<file path="config.mk">
export PLATFORM = sky130hd
export DESIGN_NAME = int_addsub_unit
export DESIGN_NICKNAME = d
export VERILOG_FILES = /design/src/rtl/int_addsub_unit.sv
export SDC_FILE = /design/constraint.sdc
export NUM_CORES = 1
export LEC_CHECK = 0
export BUFFER_PORTS_ARGS = -buffer_cell sky130_fd_sc_hd__buf_2
export CAP_MARGIN = 40
export CORE_AREA = 2 2 136 138
export CTS_BUF_LIST = sky130_fd_sc_hd__clkbuf_16
export CTS_CLUSTER_DIAMETER = 200
export DETAILED_ROUTE_END_ITERATION = 12
export DIE_AREA = 0 0 138 140
export PLACE_DENSITY = 0.78
export SYNTH_ARGS = -nofsm -noshare
export SYNTH_HDL_FRONTEND = slang
export SYNTH_SLANG_ARGS = --single-unit
</file>
<file path="constraint.sdc">
create_clock -name clk -period 0.8 [get_ports clk]
set_input_delay 0.12 -clock clk [delete_from_list [all_inputs] [get_ports clk]]
set_output_delay 0.12 -clock clk [all_outputs]
set_load 0.02 [all_outputs]
</file>
<file path="src/rtl/int_addsub_unit.sv">
module int_addsub_unit #(
  parameter int XLEN = 64,
  parameter int WLEN = 32,
  parameter int IMMW = 16,
  parameter int OPW  = 4
) (
  input  logic            clk,
  input  logic            rst_n,
  input  logic            in_valid,
  input  logic [OPW-1:0]  op,
  input  logic            ra_zero,
  input  logic [XLEN-1:0] opa,
  input  logic [XLEN-1:0] opb,
  input  logic [IMMW-1:0] imm,
  input  logic            ca_in,
  input  logic            oe,
  input  logic            rc,
  input  logic            so_in,
  output logic            out_valid,
  output logic [XLEN-1:0] result,
  output logic            ca_we,
  output logic            ca_out,
  output logic            ov_we,
  output logic            ov_out,
  output logic            so_out,
  output logic            cr_we,
  output logic [3:0]      cr_field
);

  localparam logic [OPW-1:0] OP_ADD    = OPW'(0);
  localparam logic [OPW-1:0] OP_ADDC   = OPW'(1);
  localparam logic [OPW-1:0] OP_ADDE   = OPW'(2);
  localparam logic [OPW-1:0] OP_ADDZE  = OPW'(3);
  localparam logic [OPW-1:0] OP_ADDME  = OPW'(4);
  localparam logic [OPW-1:0] OP_SUBF   = OPW'(5);
  localparam logic [OPW-1:0] OP_SUBFC  = OPW'(6);
  localparam logic [OPW-1:0] OP_SUBFE  = OPW'(7);
  localparam logic [OPW-1:0] OP_SUBFZE = OPW'(8);
  localparam logic [OPW-1:0] OP_SUBFME = OPW'(9);
  localparam logic [OPW-1:0] OP_NEG    = OPW'(10);
  localparam logic [OPW-1:0] OP_ADDIC  = OPW'(11);
  localparam logic [OPW-1:0] OP_ADDIS  = OPW'(12);
  localparam logic [OPW-1:0] OP_SUBFIC = OPW'(13);
  localparam logic [OPW-1:0] OP_ADDI   = OPW'(14);

  typedef enum logic [2:0] {Y_B, Y_IMM, Y_IMMSH, Y_ZERO, Y_ONES} ysel_e;

  logic            inv_a, has_ca, has_ov, has_cr, legal;
  logic [1:0]      cin_sel;
  ysel_e           ysel;
  logic [XLEN-1:0] a_eff, x_op, y_op, imm_x, sum;
  logic            cin;
  logic [WLEN:0]   lo_sum;
  logic [WLEN-1:0] lo_nomsb;
  logic            c_out, ov_raw, lt, eq, so_nx;

  assign imm_x = {{(XLEN-IMMW){imm[IMMW-1]}}, imm};
  assign a_eff = (ra_zero && (op == OP_ADDI || op == OP_ADDIS)) ? '0 : opa;

  always_comb begin
    inv_a = 1'b0; ysel = Y_B; cin_sel = 2'd0;
    has_ca = 1'b0; has_ov = 1'b1; has_cr = 1'b1; legal = 1'b1;
    unique case (op)
      OP_ADD:    ;
      OP_ADDC:   has_ca = 1'b1;
      OP_ADDE:   begin cin_sel = 2'd2; has_ca = 1'b1; end
      OP_ADDZE:  begin ysel = Y_ZERO; cin_sel = 2'd2; has_ca = 1'b1; end
      OP_ADDME:  begin ysel = Y_ONES; cin_sel = 2'd2; has_ca = 1'b1; end
      OP_SUBF:   begin inv_a = 1'b1; cin_sel = 2'd1; end
      OP_SUBFC:  begin inv_a = 1'b1; cin_sel = 2'd1; has_ca = 1'b1; end
      OP_SUBFE:  begin inv_a = 1'b1; cin_sel = 2'd2; has_ca = 1'b1; end
      OP_SUBFZE: begin inv_a = 1'b1; ysel = Y_ZERO; cin_sel = 2'd2; has_ca = 1'b1; end
      OP_SUBFME: begin inv_a = 1'b1; ysel = Y_ONES; cin_sel = 2'd2; has_ca = 1'b1; end
      OP_NEG:    begin inv_a = 1'b1; ysel = Y_ZERO; cin_sel = 2'd1; end
      OP_ADDIC:  begin ysel = Y_IMM; has_ca = 1'b1; has_ov = 1'b0; end
      OP_ADDIS:  begin ysel = Y_IMMSH; has_ov = 1'b0; has_cr = 1'b0; end
      OP_SUBFIC: begin inv_a = 1'b1; ysel = Y_IMM; cin_sel = 2'd1; has_ca = 1'b1;
                       has_ov = 1'b0; has_cr = 1'b0; end
      OP_ADDI:   begin ysel = Y_IMM; has_ov = 1'b0; has_cr = 1'b0; end
      default:   begin legal = 1'b0; has_ov = 1'b0; has_cr = 1'b0; end
    endcase
  end

  always_comb begin
    unique case (ysel)
      Y_B:     y_op = opb;
      Y_IMM:   y_op = imm_x;
      Y_IMMSH: y_op = imm_x << IMMW;
      Y_ZERO:  y_op = '0;
      default: y_op = '1;
    endcase
  end

  assign cin      = (cin_sel == 2'd1) ? 1'b1 : (cin_sel == 2'd2) ? ca_in : 1'b0;
  assign x_op     = inv_a ? ~a_eff : a_eff;
  assign sum      = x_op + y_op + XLEN'(cin);
  assign lo_sum   = {1'b0, x_op[WLEN-1:0]} + {1'b0, y_op[WLEN-1:0]} + (WLEN+1)'(cin);
  assign lo_nomsb = {1'b0, x_op[WLEN-2:0]} + {1'b0, y_op[WLEN-2:0]} + WLEN'(cin);
  assign c_out    = lo_sum[WLEN];
  assign ov_raw   = lo_nomsb[WLEN-1] ^ c_out;
  assign lt       = sum[WLEN-1];
  assign eq       = (sum[WLEN-1:0] == '0);
  assign so_nx    = so_in | (oe & has_ov & ov_raw);

  always_ff @(posedge clk or negedge rst_n) begin
    if (!rst_n) begin
      out_valid <= 1'b0;
      result    <= '0;
      ca_we     <= 1'b0;
      ca_out    <= 1'b0;
      ov_we     <= 1'b0;
      ov_out    <= 1'b0;
      so_out    <= 1'b0;
      cr_we     <= 1'b0;
      cr_field  <= '0;
    end else begin
      out_valid <= in_valid;
      if (in_valid) begin
        result   <= legal ? sum : '0;
        ca_we    <= has_ca;
        ca_out   <= has_ca & c_out;
        ov_we    <= oe & has_ov;
        ov_out   <= oe & has_ov & ov_raw;
        so_out   <= so_nx;
        cr_we    <= rc & has_cr;
        cr_field <= (rc & has_cr) ? {lt, ~lt & ~eq, eq, so_nx} : 4'b0;
      end
    end
  end

  logic chk_armed;
  always_ff @(posedge clk or negedge rst_n) begin
    if (!rst_n) chk_armed <= 1'b0;
    else        chk_armed <= 1'b1;
  end

  p_latency_r12: assert property (@(posedge clk) disable iff (!rst_n)
    chk_armed |-> (out_valid == $past(in_valid)));

  p_neg_full_r1: assert property (@(posedge clk) disable iff (!rst_n)
    (chk_armed && $past(in_valid) && $past(op) == OP_NEG) |-> (result == XLEN'(0) - $past(opa)));

  p_add_carry_r3: assert property (@(posedge clk) disable iff (!rst_n)
    (chk_armed && $past(in_valid) && $past(op) == OP_ADDC) |->
      (ca_out == (WLEN'($past(opa[WLEN-1:0]) + $past(opb[WLEN-1:0])) < $past(opa[WLEN-1:0]))));

  p_subf_carry_r4: assert property (@(posedge clk) disable iff (!rst_n)
    (chk_armed && $past(in_valid) && $past(op) == OP_SUBFC) |->
      (ca_out == ($past(opb[WLEN-1:0]) >= $past(opa[WLEN-1:0]))));

  p_subfme_carry_r6: assert property (@(posedge clk) disable iff (!rst_n)
    (chk_armed && $past(in_valid) && $past(op) == OP_SUBFME) |->
      (ca_out == (($past(opa[WLEN-1:0]) != {WLEN{1'b1}}) || $past(ca_in))));

  p_no_overflow_r8: assert property (@(posedge clk) disable iff (!rst_n)
    (chk_armed && $past(in_valid) && !$past(oe)) |-> (!ov_we && !ov_out && so_out == $past(so_in)));

  p_so_follows_r8: assert property (@(posedge clk) disable iff (!rst_n)
    ov_out |-> (so_out && ov_we));

  p_cr_onehot_r10: assert property (@(posedge clk) disable iff (!rst_n)
    cr_we |-> ($countones(cr_field[3:1]) == 1 && cr_field[0] == so_out));

  p_flag_gate_r11: assert property (@(posedge clk) disable iff (!rst_n)
    !ca_we |-> !ca_out);

endmodule

</file>
==> flow_summary.json <==
{
  "holdPathStages": 3,
  "drc": 0,
  "cts_buffer_depth": 2,
  "max_freq_ghz": 0.238,
  "worst_pin_slew_ns": 0.885,
  "cts.clk_slew.worst_paths_ns": 0.06,
  "synth_nets": 1303,
  "drtIter0Drc": 1838,
  "place_area_mm2": 0.0128,
  "avgRoutedWirePerCell_um": 24.5,
  "fin_skew_ns": 0,
  "power.leakage_nw": 7.64,
  "rr_startpoint": "result[63]",
  "hold_viol": 0,
  "die_x_um": 138,
  "n_fill_cell": 804,
  "hold_class": "input port to flop",
  "core-area_mm2": 0.0178,
  "gp_congestion": 1.01,
  "place_hpwl_um": 27200,
  "clock_sinks": 75,
  "finalSetupViolations": 148,
  "dieArea_mm2": 0.0193,
  "regToRegSetupSlack_ns": -0.26,
  "place_inst": 1803,
  "outcome": "finished, violations left",
  "timing.rr.end": "result[63]",
  "viasPerCell": 6.51,
  "grt_pass1_vias": 11495,
  "cts-root-buf": "clkbuf_16",
  "grt_usage_pct": 39.3,
  "min_period_ns": 4.21,
  "period_share_pct": 526,
  "hp-start": "so_in",
  "rows": 49,
  "grt-ovfl-total": 0,
  "cp.required_ns": 1.05,
  "tns_ns": -203.11,
  "portBuffers": 230,
  "synth_seq_area_share_pct": 21.3,
  "yosys_most_used_dff": "dfrtp_1",
  "cap_viol_max_count": 0,
  "cpMaxStageDelayCell": "xnor2_1",
  "place_ws_ns": -3.39,
  "power_mw": 41.7,
  "yosysWarnings": 0,
  "grt_pass1_wl_um": 61200,
  "wl_um": 47100,
  "cts_tree": "yes",
  "initial_core_util_pct": 49.5,
  "design_area_mm2": 0.0156,
  "vias": 12521,
  "antenna_found_initial": 4,
  "fin_cells": 1923,
  "htreeDepth": 3,
  "syn_avg_cell_area_um2": 8.13,
  "p_per_area_mw_per_mm2": 2680,
  "maxSlewHeadroom_pct": 40.7,
  "synth_edf_count": 0,
  "grt_setup_unrepaired": "yes",
  "whs_endpoint": "so_out",
  "path_max_fanout": 14,
  "ff2ff_path_depth": 2,
  "drt_pre_antenna_iters": 6,
  "synth_cells": 1083,
  "final_nets": 1904,
  "slew_violations": 0,
  "cp-end-kind": "flop",
  "drive_gt1_share_pct": 51.9,
  "grt_max_degree": 46,
  "worstSetupPathType": "input port to flop",
  "io_pins": 231,
  "ys_seq_elements": 75,
  "ys_types": 91,
  "synth_area_mm2": 0.00881,
  "worstSkewPairLatency_ns": 0.36,
  "area_growth_pct": 77.1,
  "crit_arrival_ns": 4.46,
  "cp_cell_sequence": "buf_8 -> buf_6 -> o21ai_1 -> buf_4 -> o21ai_4 -> buf_12 -> xnor2_1 -> ha_4 -> and2_4 -> and3_4 -> a221o_1 -> a221o_1 -> a31o_4 -> xnor2_4 -> nand4_1 -> and4bb_1 -> nand4_1 -> a32o_2",
  "setup_ws_ns": -3.41,
  "cts_made_buffers": 9,
  "peakVddDrop_v": 0.00210,
  "violations": "setup timing",
  "die_y_um": 140,
  "slowest_delay_ns": 0.69,
  "ant_nets": 0,
  "postSynth.asyncResetShare_pct": 100,
  "start_kind": "input port"
}
sequential cells by signal (all words and copies together) (netlist names):
| signal | cells |
|---|---|
| cr_we | 1 |
| ov_out | 1 |
| out_valid | 1 |
| ov_we | 1 |
| ca_we | 1 |
| cr_field | 4 |
| result | 64 |
| ca_out | 1 |
| so_out | 1 |
routing by layer:
metal	vias to the layer above	GRT usage, %	share of wire (%)
li1	5239	-	-
met1	5822	48.8	35
met2	1083	66.6	45
met3	375	7.04	12
met4	2	18.3	8.3
met5	-	0	0.017
cells in the final DEF (no fill, tap or decap), types with 6 or more instances in the layout:
cell,netlist,routed
a221o_1,19,19
clkbuf_16,0,10
a21o_1,69,68
xor2_1,23,16
a22o_1,42,42
o211ai_1,20,20
ha_4,0,11
o2bb2ai_2,0,18
o21a_1,10,9
o21ai_1,7,16
o21ai_2,2,12
a21oi_1,86,63
o21ai_0,40,16
nor3_1,15,9
maj3_1,16,14
xor2_2,1,8
nand2_2,0,6
nor2_1,41,35
buf_6,1,109
a21oi_4,2,10
nand2_1,146,138
nand4_1,25,25
buf_4,1,388
xnor2_1,92,77
a21oi_2,4,19
ha_1,62,46
inv_1,27,25
o21bai_1,13,13
nand3_1,13,10
o2bb2ai_1,33,12
dfrtp_1,75,75
buf_2,4,149
xnor2_2,1,13
buf_12,0,12
worst max-delay path: cells and delay by family:
family	cells	cell delay (ns)
adder cells (fa/ha/maj)	1	0.33
XOR/XNOR	2	0.91
AND/OR/NAND/NOR	5	0.99
AO/OA/AOI/OAI	6	1.50
buffers and inverters	4	0.57
area by class of cell:
cell class,instances,area (µm²),share of cell area (%)
clock inverters,7,85.1,0.546
clock buffers,9,225,1.44
well taps,229,287,1.84
multi-input cells,903,7690,49.3
repair buffers,667,5290,33.9
flip-flops and latches,75,1880,12.0
inverters,28,125,0.802
diodes,5,12.5,0.0802
Yosys cell counts, types with 5 or more instances:
cell / number / area share (%)
nor2_1: 41 / 1.7
and2_1: 5 / 0.36
a221o_1: 19 / 2.2
a21o_1: 69 / 5.9
xor2_1: 23 / 2.3
o21ai_0: 40 / 2.3
nor3_1: 15 / 0.85
a22o_1: 42 / 4.2
inv_1: 27 / 1.2
nand4_1: 25 / 1.8
nand3_1: 13 / 0.74
clkbuf_1: 61 / 2.6
a21oi_1: 86 / 4.9
a211o_1: 5 / 0.50
nor2b_1: 6 / 0.43
a31oi_1: 6 / 0.43
maj3_1: 16 / 1.8
a221oi_1: 6 / 0.60
ha_1: 62 / 8.8
nand2_1: 146 / 6.2
o2bb2ai_1: 33 / 3.3
o31ai_1: 5 / 0.43
dfrtp_1: 75 / 21
o21a_1: 10 / 0.85
xnor2_1: 92 / 9.2
o211ai_1: 20 / 1.7
and3_1: 6 / 0.43
o21ai_1: 7 / 0.40
o21bai_1: 13 / 1.1
buf_1: 9 / 0.38
through the flow:
step | utilization, % | hold slack, ns
after floorplan | - | -0.176
after global placement | 71.7 | 0.100
after detailed placement | 71.7 | 0.102
after CTS | 82.2 | 0.0293
after global routing | 87.7 | 0.0388
final | 87.7 | 0.0299
report_power, final:
| group | internal [mW] | switching, mW | total (mW) |
|---|---|---|---|
| clock network | 2.71 | 1.95 | 4.65 |
| registers | 5.19 | 1.28 | 6.48 |
| logic | 15.6 | 15.0 | 30.6 |
worst max path at each step:
stage | from | end | slack (ns) | cells after the start
2_1_floorplan | op[1] | cr_field[2] | -3.14 | 19
3_3_place_gp | op[2] | cr_field[2] | -3.28 | 18
3_5_place_dp | op[2] | cr_field[2] | -3.39 | 18
4_1_cts | op[2] | cr_field[2] | -2.90 | 19
5_1_grt | op[2] | result[61] | -3.42 | 18
6_report | op[0] | cr_field[2] | -3.41 | 18
logic make-up after synthesis:
kind of cell	count (synthesis)	synth area share (%)
compound gates	416	35.5
simple gates	286	15.1
fa+ha+maj	80	11.1
mux	3	0.341
xor+xnor	117	11.8
buf+inv	106	4.86
flops	75	21.3
repair_timing:
| item | in CTS | in global routing |
|---|---|---|
| buffers inserted | 70 | 31 |
| endpoints found under the setup margin | 148 | 149 |
| gates cloned | 2 | 1 |
| resized for setup | 276 | 129 |
| pin swaps | 58 | 70 |
| hold buffers | 1 | 0 |
| endpoints found under the hold margin | 75 | 0 |
Power figures use the tool's default switching activity.
